$ cat src/rtl/bwa_pkg.sv
`timescale 1ns/1ps
package bwa_pkg;

  // Burst cap default per agent index
  function automatic int dflt_lim(input int idx);
    return (idx < 3) ? 31 : 4;
  endfunction

  // Guaranteed command count default per agent index
  function automatic int dflt_cmd(input int idx);
    return (idx == 1 || idx == 2) ? 16 : 4;
  endfunction

  // Starvation period default, in ticks
  function automatic int dflt_prd(input int idx);
    return (idx >= 0) ? 255 : 0;
  endfunction

endpackage

$ cat src/rtl/bwa_cfg_regs.sv
`timescale 1ns/1ps
module bwa_cfg_regs #(
  parameter int N      = 5,
  parameter int SEL_W  = 8,
  parameter int DATA_W = 8,
  parameter int LIM_W  = 5,
  parameter int PRD_W  = 8,
  parameter int CMD_W  = 5
) (
  input  logic                      clk,
  input  logic                      rst_n,
  input  logic                      sel_we,
  input  logic [SEL_W-1:0]          sel_wdata,
  input  logic                      lim_we,
  input  logic                      prd_we,
  input  logic                      cmd_we,
  input  logic [DATA_W-1:0]         wdata,
  output logic [N-1:0][LIM_W-1:0]   lim,
  output logic [N-1:0][PRD_W-1:0]   prd,
  output logic [N-1:0][CMD_W-1:0]   cmd
);

  logic [SEL_W-1:0] sel_q;

  always_ff @(posedge clk or negedge rst_n) begin
    if (!rst_n)      sel_q <= '0;
    else if (sel_we) sel_q <= sel_wdata;
  end

  for (genvar i = 0; i < N; i++) begin : g_agent
    localparam logic [SEL_W-1:0] LIM_KEY = SEL_W'(i * LIM_W);
    localparam logic [SEL_W-1:0] PRD_KEY = SEL_W'(i * PRD_W);
    localparam logic [SEL_W-1:0] CMD_KEY = SEL_W'(i * CMD_W);

    logic [LIM_W-1:0] lim_r;
    logic [PRD_W-1:0] prd_r;
    logic [CMD_W-1:0] cmd_r;

    always_ff @(posedge clk or negedge rst_n) begin
      if (!rst_n) begin
        lim_r <= LIM_W'(bwa_pkg::dflt_lim(i));
        prd_r <= PRD_W'(bwa_pkg::dflt_prd(i));
        cmd_r <= CMD_W'(bwa_pkg::dflt_cmd(i));
      end else begin
        if (lim_we && sel_q == LIM_KEY) lim_r <= wdata[LIM_W-1:0];
        if (prd_we && sel_q == PRD_KEY) prd_r <= wdata[PRD_W-1:0];
        if (cmd_we && sel_q == CMD_KEY) cmd_r <= wdata[CMD_W-1:0];
      end
    end

    assign lim[i] = lim_r;
    assign prd[i] = prd_r;
    assign cmd[i] = cmd_r;
  end

endmodule

$ cat src/rtl/bwa_age.sv
`timescale 1ns/1ps
module bwa_age #(
  parameter int PRD_W = 8
) (
  input  logic             clk,
  input  logic             rst_n,
  input  logic             tick,
  input  logic             waiting,
  input  logic [PRD_W-1:0] period,
  output logic             urgent
);

  logic [PRD_W-1:0] wait_q;
  logic             urg_q;

  always_ff @(posedge clk or negedge rst_n) begin
    if (!rst_n) begin
      wait_q <= '0;
      urg_q  <= 1'b0;
    end else if (!waiting) begin
      wait_q <= '0;
      urg_q  <= 1'b0;
    end else if (tick && !urg_q) begin
      if (wait_q == period) urg_q  <= 1'b1;
      else                  wait_q <= wait_q + 1'b1;
    end
  end

  assign urgent = urg_q;

endmodule

$ cat src/rtl/bwa_rr_pick.sv
`timescale 1ns/1ps
module bwa_rr_pick #(
  parameter int N     = 5,
  parameter int IDX_W = 3
) (
  input  logic [N-1:0]     cand,
  input  logic [IDX_W-1:0] last,
  output logic             found,
  output logic [IDX_W-1:0] win
);

  always_comb begin
    found = 1'b0;
    win   = last;
    for (int k = 1; k <= N; k++) begin
      logic [IDX_W:0] pos;
      pos = {1'b0, last} + (IDX_W+1)'(k);
      if (pos >= (IDX_W+1)'(N)) pos = pos - (IDX_W+1)'(N);
      if (!found && cand[pos[IDX_W-1:0]]) begin
        found = 1'b1;
        win   = pos[IDX_W-1:0];
      end
    end
  end

endmodule

$ cat src/rtl/bw_arbiter.sv
`timescale 1ns/1ps
module bw_arbiter #(
  parameter int N_AGENTS = 5,
  parameter int SEL_W    = 8,
  parameter int DATA_W   = 8,
  parameter int LIM_W    = 5,
  parameter int PRD_W    = 8,
  parameter int CMD_W    = 5,
  parameter int PRESCALE = 4
) (
  input  logic                clk,
  input  logic                rst_n,
  input  logic                sel_we,
  input  logic [SEL_W-1:0]    sel_wdata,
  input  logic                lim_we,
  input  logic                prd_we,
  input  logic                cmd_we,
  input  logic [DATA_W-1:0]   wdata,
  input  logic [N_AGENTS-1:0] req,
  input  logic                cmd_accept,
  output logic [N_AGENTS-1:0] grant
);

  localparam int IDX_W = (N_AGENTS > 1) ? $clog2(N_AGENTS) : 1;
  localparam int PS_W  = (PRESCALE > 1) ? $clog2(PRESCALE) : 1;
  localparam int CNT_W = ((LIM_W > CMD_W) ? LIM_W : CMD_W) + 1;

  logic [N_AGENTS-1:0][LIM_W-1:0] lim_v;
  logic [N_AGENTS-1:0][PRD_W-1:0] prd_v;
  logic [N_AGENTS-1:0][CMD_W-1:0] cmd_v;

  bwa_cfg_regs #(
    .N(N_AGENTS), .SEL_W(SEL_W), .DATA_W(DATA_W),
    .LIM_W(LIM_W), .PRD_W(PRD_W), .CMD_W(CMD_W)
  ) u_cfg (
    .clk(clk), .rst_n(rst_n),
    .sel_we(sel_we), .sel_wdata(sel_wdata),
    .lim_we(lim_we), .prd_we(prd_we), .cmd_we(cmd_we), .wdata(wdata),
    .lim(lim_v), .prd(prd_v), .cmd(cmd_v)
  );

  // Shared tick prescaler
  logic [PS_W-1:0] pres_q;
  logic            tick;

  assign tick = (pres_q == PS_W'(PRESCALE - 1));

  always_ff @(posedge clk or negedge rst_n) begin
    if (!rst_n)    pres_q <= '0;
    else if (tick) pres_q <= '0;
    else           pres_q <= pres_q + 1'b1;
  end

  // Grant state
  logic [N_AGENTS-1:0] grant_q;
  logic [IDX_W-1:0]    hold_q;
  logic [IDX_W-1:0]    last_q;
  logic [CNT_W-1:0]    cnt_q;

  // Per-agent starvation timers
  logic [N_AGENTS-1:0] urg;

  for (genvar i = 0; i < N_AGENTS; i++) begin : g_age
    bwa_age #(.PRD_W(PRD_W)) u_age (
      .clk(clk), .rst_n(rst_n), .tick(tick),
      .waiting(req[i] && !grant_q[i]),
      .period(prd_v[i]),
      .urgent(urg[i])
    );
  end

  // Release decision for the current holder
  logic             busy;
  logic             others;
  logic [CNT_W-1:0] cnt_n;
  logic             rel;

  assign busy   = |grant_q;
  assign others = |(req & ~grant_q);
  assign cnt_n  = cnt_q + CNT_W'(cmd_accept);

  always_comb begin
    rel = 1'b0;
    if (busy) begin
      if (!req[hold_q])                                    rel = 1'b1;
      else if (cnt_n >= CNT_W'(cmd_v[hold_q]) && others)   rel = 1'b1;
      else if (cnt_n >= CNT_W'(lim_v[hold_q]))             rel = 1'b1;
    end
  end

  // Candidate selection: urgent agents first, then all eligible
  logic [N_AGENTS-1:0] elig;
  logic [N_AGENTS-1:0] cand;
  logic                found;
  logic [IDX_W-1:0]    win;

  always_comb begin
    if (!busy)    elig = req;
    else if (rel) elig = req & ~grant_q;
    else          elig = '0;
    cand = (|(elig & urg)) ? (elig & urg) : elig;
  end

  bwa_rr_pick #(.N(N_AGENTS), .IDX_W(IDX_W)) u_pick (
    .cand(cand), .last(last_q), .found(found), .win(win)
  );

  always_ff @(posedge clk or negedge rst_n) begin
    if (!rst_n) begin
      grant_q <= '0;
      hold_q  <= '0;
      last_q  <= IDX_W'(N_AGENTS - 1);
      cnt_q   <= '0;
    end else if (!busy || rel) begin
      cnt_q <= '0;
      if (found) begin
        grant_q <= N_AGENTS'(1) << win;
        hold_q  <= win;
        last_q  <= win;
      end else begin
        grant_q <= '0;
      end
    end else begin
      cnt_q <= cnt_n;
    end
  end

  assign grant = grant_q;

endmodule

$ cat config.mk
export PLATFORM = sky130hd
export DESIGN_NAME = bw_arbiter
export DESIGN_NICKNAME = d
export VERILOG_FILES = /design/src/rtl/bwa_pkg.sv /design/src/rtl/bwa_cfg_regs.sv /design/src/rtl/bwa_age.sv /design/src/rtl/bwa_rr_pick.sv /design/src/rtl/bw_arbiter.sv
export SDC_FILE = /design/constraint.sdc
export NUM_CORES = 1
export LEC_CHECK = 0
export BUFFER_PORTS_ARGS = -buffer_cell sky130_fd_sc_hd__buf_2
export CAP_MARGIN = 20
export CORE_ASPECT_RATIO = 0.75
export CORE_MARGIN = 3
export CORE_UTILIZATION = 25
export CTS_CLUSTER_DIAMETER = 50
export DETAILED_ROUTE_END_ITERATION = 7
export PLACE_DENSITY_LB_ADDON = 0.3
export RECOVER_POWER = 50
export REMOVE_ABC_BUFFERS = 1
export SLEW_MARGIN = 40
export SYNTH_ARGS = -nofsm -noshare
export SYNTH_HDL_FRONTEND = slang
export SYNTH_HIERARCHICAL = 1
export SYNTH_SLANG_ARGS = --single-unit
$ cat constraint.sdc
create_clock -name clk -period 11.96 [get_ports clk]
set_input_delay 0.598 -clock clk [delete_from_list [all_inputs] [get_ports clk]]
set_output_delay 0.598 -clock clk [all_outputs]
set_load 0.02 [all_outputs]
Word-level counts from Yosys, hierarchy flattened
Cells that the tools add are included.

storage, ports and cells
  bits in registers = 162

operators by class
  $add $sub $neg = 17
  magnitude comparators = 13
  equal/unequal tests = 29
  shift-type cells = 1
  mux-type cells = 71
  bitwise gates (word level) = 3
  reductions and logical operators = 61

operators with widths
  kind                   number
  $mux W8                15
  $add A8 B1 Y8 const B  5
  $eq A8 B8 Y1           5
  $bmux W5 S3            2
  $logic_and A1 B1 Y1    30
  $mux W1                30
  $mux W3                10
  $mux W5                6
  $ne A2 B2 Y1 const B   15
  $eq A8 B4 Y1 const B   3
  $eq A8 B5 Y1 const B   3
  $lt A3 B4 Y1 const B   6
  $reduce_and A2 Y1      11
  $ge A4 B3 Y1 const B   5
  $bmux W1 S3            6
  $logic_not A1 Y1       15
  $reduce_or A5 Y1       3
  $sub A3 B3 Y3 const B  5
  $ge A6 B5 Y1           2
  $and A5 B5 Y5          2
  $add A3 B2 Y4 const B  2
  $add A3 B3 Y4 const B  2
  $eq A8 B3 Y1 const B   1
  $eq A8 B6 Y1 const B   1
  other kinds (10)       10

Longest topological paths before layout
  depth after elaboration = 29
  gate-level depth with buffers = 26
  depth with buffers taken out = 23

By module
The synthesis kept the hierarchy.

modules (own cells, without submodules)
  module        times used  cells an instance  area each (um^2)  sequential area each (um^2)
  bwa_cfg_regs  1           229                3863.7            2529.9
  bwa_age       5           63                 599.3             225.2
  bw_arbiter    1           167                1592.8            426.7
  bwa_rr_pick   1           147                1098.6            0.0

Worst setup path after synthesis
No wires, ideal clock.

  kind = flip-flop to flip-flop
  start point = register hold_q[0]
  end point = register grant_q[1] (netlist: grant[1])
  library setup time = 0.126 ns
  data arrival time = 5.028 ns
  data required time = 11.834 ns
  path slack = 6.806 ns
  cell stages (with the launch flop) = 23
  path buffers = 3
  cell sequence = dfrtp_1 > clkbuf_1 > clkbuf_1 > mux2i_1 > o22ai_1 > ha_1 > nand2b_1 > a21o_1 > a211o_1 > o211ai_2 > nand3_1 > a311oi_2 > o211a_1 > or3b_1 > o2111a_1 > o32a_1 > nand4_1 > buf_4 > nor2_1 > o31ai_1 > nor2b_1 > nand3_1 > o2bb2ai_1

between the ends
  cells in the longest elaborated chain, start to end = 29
  elaborated cells on any way between the ends = 49
  classes of those cells = order compare: 2; shift: 1; mux: 34; bitwise: 1; reduce/logical: 11

RTL lines
  item                                                   line                                source
  start: declaration                                     bw_arbiter.sv:56                    logic [IDX_W-1:0] hold_q;
  start signal: assignment                               bw_arbiter.sv:118                   hold_q <= win;
  $bmux W5 S3 (on tied branches)                         bw_arbiter.sv:87, bw_arbiter.sv:86
  $mux W5 (on tied branches)                             bw_arbiter.sv:87, bw_arbiter.sv:86
  $ge A6 B5 Y1 (on tied branches)                        bw_arbiter.sv:87, bw_arbiter.sv:86
  $mux W1 / $logic_and A1 B1 Y1 (equally long branches)  bw_arbiter.sv:87, bw_arbiter.sv:86
  $mux W1                                                bw_arbiter.sv:86                    else if (cnt_n >= CNT_W'(cmd_v[hold_q]) && others) rel = 1'b1;
  $mux W1 (*)                                            bw_arbiter.sv:85                    if (!req[hold_q]) rel = 1'b1;
  $mux W1 (*)                                            bw_arbiter.sv:84                    if (busy) begin
  $mux W5 (*)                                            bw_arbiter.sv:99                    else if (rel) elig = req & ~grant_q;
  [4 not listed]                                         --
  via cand[4]                                            bw_arbiter.sv:93                    logic [N_AGENTS-1:0] cand;
  [10 not listed]                                        --
  $logic_and A1 B1 Y1                                    bwa_rr_pick.sv:19                   if (!found && cand[pos[IDX_W-1:0]]) begin
  $mux W1                                                bwa_rr_pick.sv:19
  $logic_not A1 Y1                                       bwa_rr_pick.sv:19
  $logic_and A1 B1 Y1                                    bwa_rr_pick.sv:19
  $mux W3 (*)                                            bwa_rr_pick.sv:19
  via win[2]                                             bw_arbiter.sv:95                    logic [IDX_W-1:0] win;
  $shl A1 B3 Y5 (*)                                      bw_arbiter.sv:117                   grant_q <= N_AGENTS'(1) << win;
  $mux W5 (*)                                            bw_arbiter.sv:116                   if (found) begin
  end signal: assignment                                 bw_arbiter.sv:117
  end: declaration                                       bw_arbiter.sv:55                    logic [N_AGENTS-1:0] grant_q;

Mark *: on every way through the listed nets, which the timed path passes. The rest lies on a longest branch. The select of a mux whose other input is x is not followed.
A chain may end at the register's enable or synchronous reset.

==> results.md <==
- The wire length reported by the detailed router is approximately 23 mm.
- A synthesized cell averages 11.13 sq um.
- The fraction of power consumed by combinational cells is 0.487.
- The number of endpoints with negative hold slack in the final report is 0.
- Yosys mapped a number of flops with a built-in enable equal to 0.
- The type of the worst setup path is in -> async.
- Row generation in the floorplan step produced 61 rows.
- Setup slack on the worst reg-to-reg path comes out at 5.97 ns.
- The boundary pin count is 33.
- Of the total power, the share spent switching nets is 0.3974.
- In the synthesized netlist the async set-or-reset flop fraction comes to 1.000.
- In this run, synthesis produced a sequential element count of 160.
- In the global route stage, overall resource usage came out at 0.1183.
- The total power per unit cell area is 221.2 nW/um^2.
- After synthesis, the largest family of logic cells by area is multiplexers.
- The proportion of power drawn by flip-flops and latches is 0.281.
- The number of cells traversed by the worst register-to-register path is 21.
- In this run the critical register-to-register path is captured at grant[1]$_DFFE_PN0P_.
- Along the worst path, the maximum fanout reaches 91.
- The critical path data arrival time is 6.82 ns.
- The global-route layer with the greatest usage is met1.
- After clock tree synthesis, the clock-pin slew on the worst setup and hold paths is 0.06 ns.
- The post-synthesis compound-gate area fraction came to 0.09995.
- The maximum number of pins on one net before global-route repair is 92.
- The number of fill cells is 3,868.
- Of the cells placed in the final design, the portion with a size suffix greater than 1 is 0.3071.
- The critical path launch point type is a primary input.
- The count of input and output buffers is 32.
- Yosys printed 6 warnings.
- Setup total negative slack on the finished layout was measured at 0 ns.
- The effective utilization at floorplan is 0.2554.
- The leakage power of the design is between 0.004 and 0.005 uW.
- The worst relative slew slack is -2.292.
- The portion of synthesized area spent on multiplexers is 0.2008.
- The routed wire length per instance is between 15 and 20 microns.
- In the global route stage, met1 resource usage came out at 0.1749.
- The fraction of the mapped netlist area in simple logic gates is 0.1669.
- The final worst clock skew is approximately 0.0093 ns.
- The number of buffers added to fix hold violations after cts is 0.
- The post-layout utilization of the core is 0.2903.
- For this run, the post-layout net count is 946.
- The maximum level of the CTS H-tree is 4.
- The DRC violations left is 0.
- The startpoint of the lowest-slack hold path is sel_wdata[5].
- The cell-internal power is 1447 uW.
- Across the run, the number of max-cap violations was 2.
- The library cell used most frequently in the layout, excluding fill and tap cells, is sky130_fd_sc_hd__mux2_2.
- Of the synthesized area, sequential elements account for 0.4274.
- The maximum clock frequency is 141.0 MHz.
- The clock share of power is 0.232.
- The synthesized netlist occupies a cell area of 9552 sq um.
- The class of the tightest hold or removal check is in -> reg.
- The routed layout has 6,717 vias.
- The synthesized-area fraction occupied by adder cells is 0.03877.
- The post-synthesis instance total is about 860.
- The signal on the critical path passes through clkbuf_1 -> clkbuf_1.
- The clock net in this run drives a total of 160 sinks.
- Broken down by cell family, the worst path's largest delay share belongs to buffers and inverters.
- The number of routed nets with antenna violations is 0.
- The TritonCTS clock tree is yes.
- The number of different library cells in the post-synthesis netlist is 89.
- The hold-critical path endpoint is u_cfg/sel_q[5]$_DFFE_PN0P_.
- The worst hold path passes through 2 cells.
- The final cycle utilization of the critical path is 0.5929.
- The cell at the root of the clock tree is sky130_fd_sc_hd__clkbuf_16.
- The non-filler instance count after layout is 1,406.
- The largest single stage delay on the critical path is about 3.4 ns.
- After clock tree synthesis, the setup repair step added 0 buffers.
- Once placement completed, the tool counted placed cells totaling approximately 1,400.
- The type of destination of the critical path is an asynchronous set/reset pin.
- The checks that failed: max-capacitance violations, max-slew violations.
- The x dimension of the die is 231.7 microns.
- The global placer's final weighted congestion is 0.8187.
- The worst ir drop on vdd is 0.0001407 V.
- In this run, the number of DRC markers left after iteration 0 of detailed routing was 474.
- The overall overflow remaining after global route is 0.
- The growth of design area from synthesis to finish is 13.66%.
- The antenna diode count is 0.
- The slowest stage of the critical path is the sky130_fd_sc_hd__clkbuf_1 cell.
- The total of cells resized after clock tree synthesis is 0.
- The total of endpoints with negative setup slack in the final report is 0.
- In the layout the commonest cells are sky130_fd_sc_hd__mux2_2, sky130_fd_sc_hd__dfrtp_1, sky130_fd_sc_hd__nand2_1.
- At the worst endpoint, the required time is 11.69 ns.
- The vertical die dimension is 175.3 microns.
- The xor/xnor cell area share of the yosys netlist is 0.04467.
- The CTS buffer count is 17.
- The sum of buffers and inverters on the critical path is 2.
- In this run the power spent charging and discharging nets is 954.6 uW.
- The first-pass iteration count of the detailed router is 5.
- The final count of pins violating max slew came to 163.
- The wire-length estimate of the detail-placed layout is ~16 mm.
- The mean number of vias per cell is roughly 4.8.
- The met3 track demand over resource is 0.02675.
- The cell seen most often among critical-path stages is sky130_fd_sc_hd__clkbuf_1.
- The run finished, with violations left.
- For the pin with the worst max-slew slack, the measured transition is 4.938 ns.
- The standard cell core area is about 37,000 sq um.
- The most used flip-flop cell after synthesis is sky130_fd_sc_hd__dfrtp_1.
- The initial antenna violation count came to 0.
- The later pin in the worst-skew pair is clocked with a latency of 0.44 ns.
- The first global-routing pass estimated 37.86 mm of wire.
- The longest clock path from root to sink contains 2 buffers.
- For met2 alone, demand over resource in global routing was 0.1737.
- The startpoint identified for the worst register-to-register timing path is hold_q[0]$_DFFE_PN0P_.
- The via count of the first global-routing pass is 6,754.
- Setup repair after global routing left no endpoint under its margin.
- The clock period minus final worst setup slack is about 7.1 ns.
- The die outline area is 40,610 sq um.
==> synth_stat cells, drive strengths merged, types with 5 or more instances <==
library cell	number	share of area
o211a	5	0.0052
nand3	31	0.017
ha	28	0.037
dfstp	63	0.17
buf	8	0.0065
a31oi	10	0.0081
nor4	16	0.019
mux2i	66	0.069
mux2	104	0.12
and4b	5	0.0052
xnor2	6	0.0071
nor2b	28	0.018
nor3	5	0.0031
nand4	21	0.015
a21boi	6	0.0059
o22a	8	0.0073
nand2b	45	0.030
o21ai	14	0.0081
a211oi	8	0.0063
inv	16	0.0065
nand2	70	0.028
clkbuf	20	0.0080
nor2	27	0.011
a21oi	44	0.023
a22oi	5	0.0045
dfrtp	97	0.25
xor2	41	0.038
==> through the flow <==
stage	power, uW	cell area [sq um]	setup slack [ns]	hold WS (ns)
after detailed placement	1844	10280	6.017	0.4156
after CTS	2417	10880	6.004	0.1919
after global routing	2577	10860	3.313	0.3774
final	2402	10860	4.869	0.3869
after global placement	1846	10270	6.236	0.4140
after floorplan	1579	9413	6.389	0.3024
==> area by class of cell <==
class | instances | area [sq um] | area share
Clock buffer | 18 | 429.2 | 0.03953
Multi-Input combinational cell | 654 | 5268 | 0.4852
Inverter | 16 | 62.56 | 0.005762
Tap cell | 504 | 630.6 | 0.05808
Clock inverter | 14 | 168.9 | 0.01556
Timing Repair Buffer | 40 | 215.2 | 0.01982
Sequential cell | 160 | 4083 | 0.3761
==> power groups by stage <==
| stage | Combinational, uW | Sequential (uW) | Clock (uW) |
|---|---|---|---|
| after floorplan | 886 | 692 | 0 |
| after global placement | 1160 | 683 | 0 |
| after detailed placement | 1160 | 683 | 0 |
| after CTS | 1170 | 674 | 576 |
| after global routing | 1290 | 682 | 600 |
| final | 1170 | 674 | 558 |
==> how the worst max path moves through the flow <==
| stage | startpoint | endpoint | slack, ns | depth (start not counted) |
|---|---|---|---|---|
| final | rst_n | u_cfg/g_agent[3].lim_r[0]$_DFFE_PN0P_ | 4.87 | 2 |
| after floorplan | hold_q[0]$_DFFE_PN0P_ | grant[1]$_DFFE_PN0P_ | 6.39 | 20 |
| after CTS | hold_q[0]$_DFFE_PN0P_ | grant[1]$_DFFE_PN0P_ | 6.00 | 21 |
| after detailed placement | hold_q[0]$_DFFE_PN0P_ | grant[1]$_DFFE_PN0P_ | 6.02 | 21 |
| after global routing | rst_n | u_cfg/g_agent[3].lim_r[0]$_DFFE_PN0P_ | 3.31 | 2 |
| after global placement | hold_q[0]$_DFFE_PN0P_ | grant[2]$_DFFE_PN0P_ | 6.24 | 21 |
==> metal layers <==
layer  part of all wire  wire length (microns)
met3              0.035                    805
met2               0.43                  10030
met1               0.52                  12050
met5                  0                      0
met4              0.010                    231
==> cell families (layout without fill, tap and decap cells) <==
group | after synthesis | after routing
AOI/OAI and AO/OA | 133 | 133
muxes | 173 | 173
xor gates and xnor gates | 47 | 47
and+or+nand+nor | 271 | 271
DFF | 160 | 160
adders and majority gates | 29 | 29
buffers and inverters | 44 | 88
other | 1 | 1
==> flip-flops by register name, indices dropped and copies added (netlist names) <==
register and cells:
u_cfg/g_agent.lim_r 25, grant 5, g_age.u_age/urgent 5, cnt_q 6, g_age.u_age/wait_q 40, u_cfg/sel_q 8
pres_q 2, last_q 1, u_cfg/g_agent.cmd_r 25, u_cfg/g_agent.prd_r 40, hold_q 3
(Power assumes the default switching activity.)
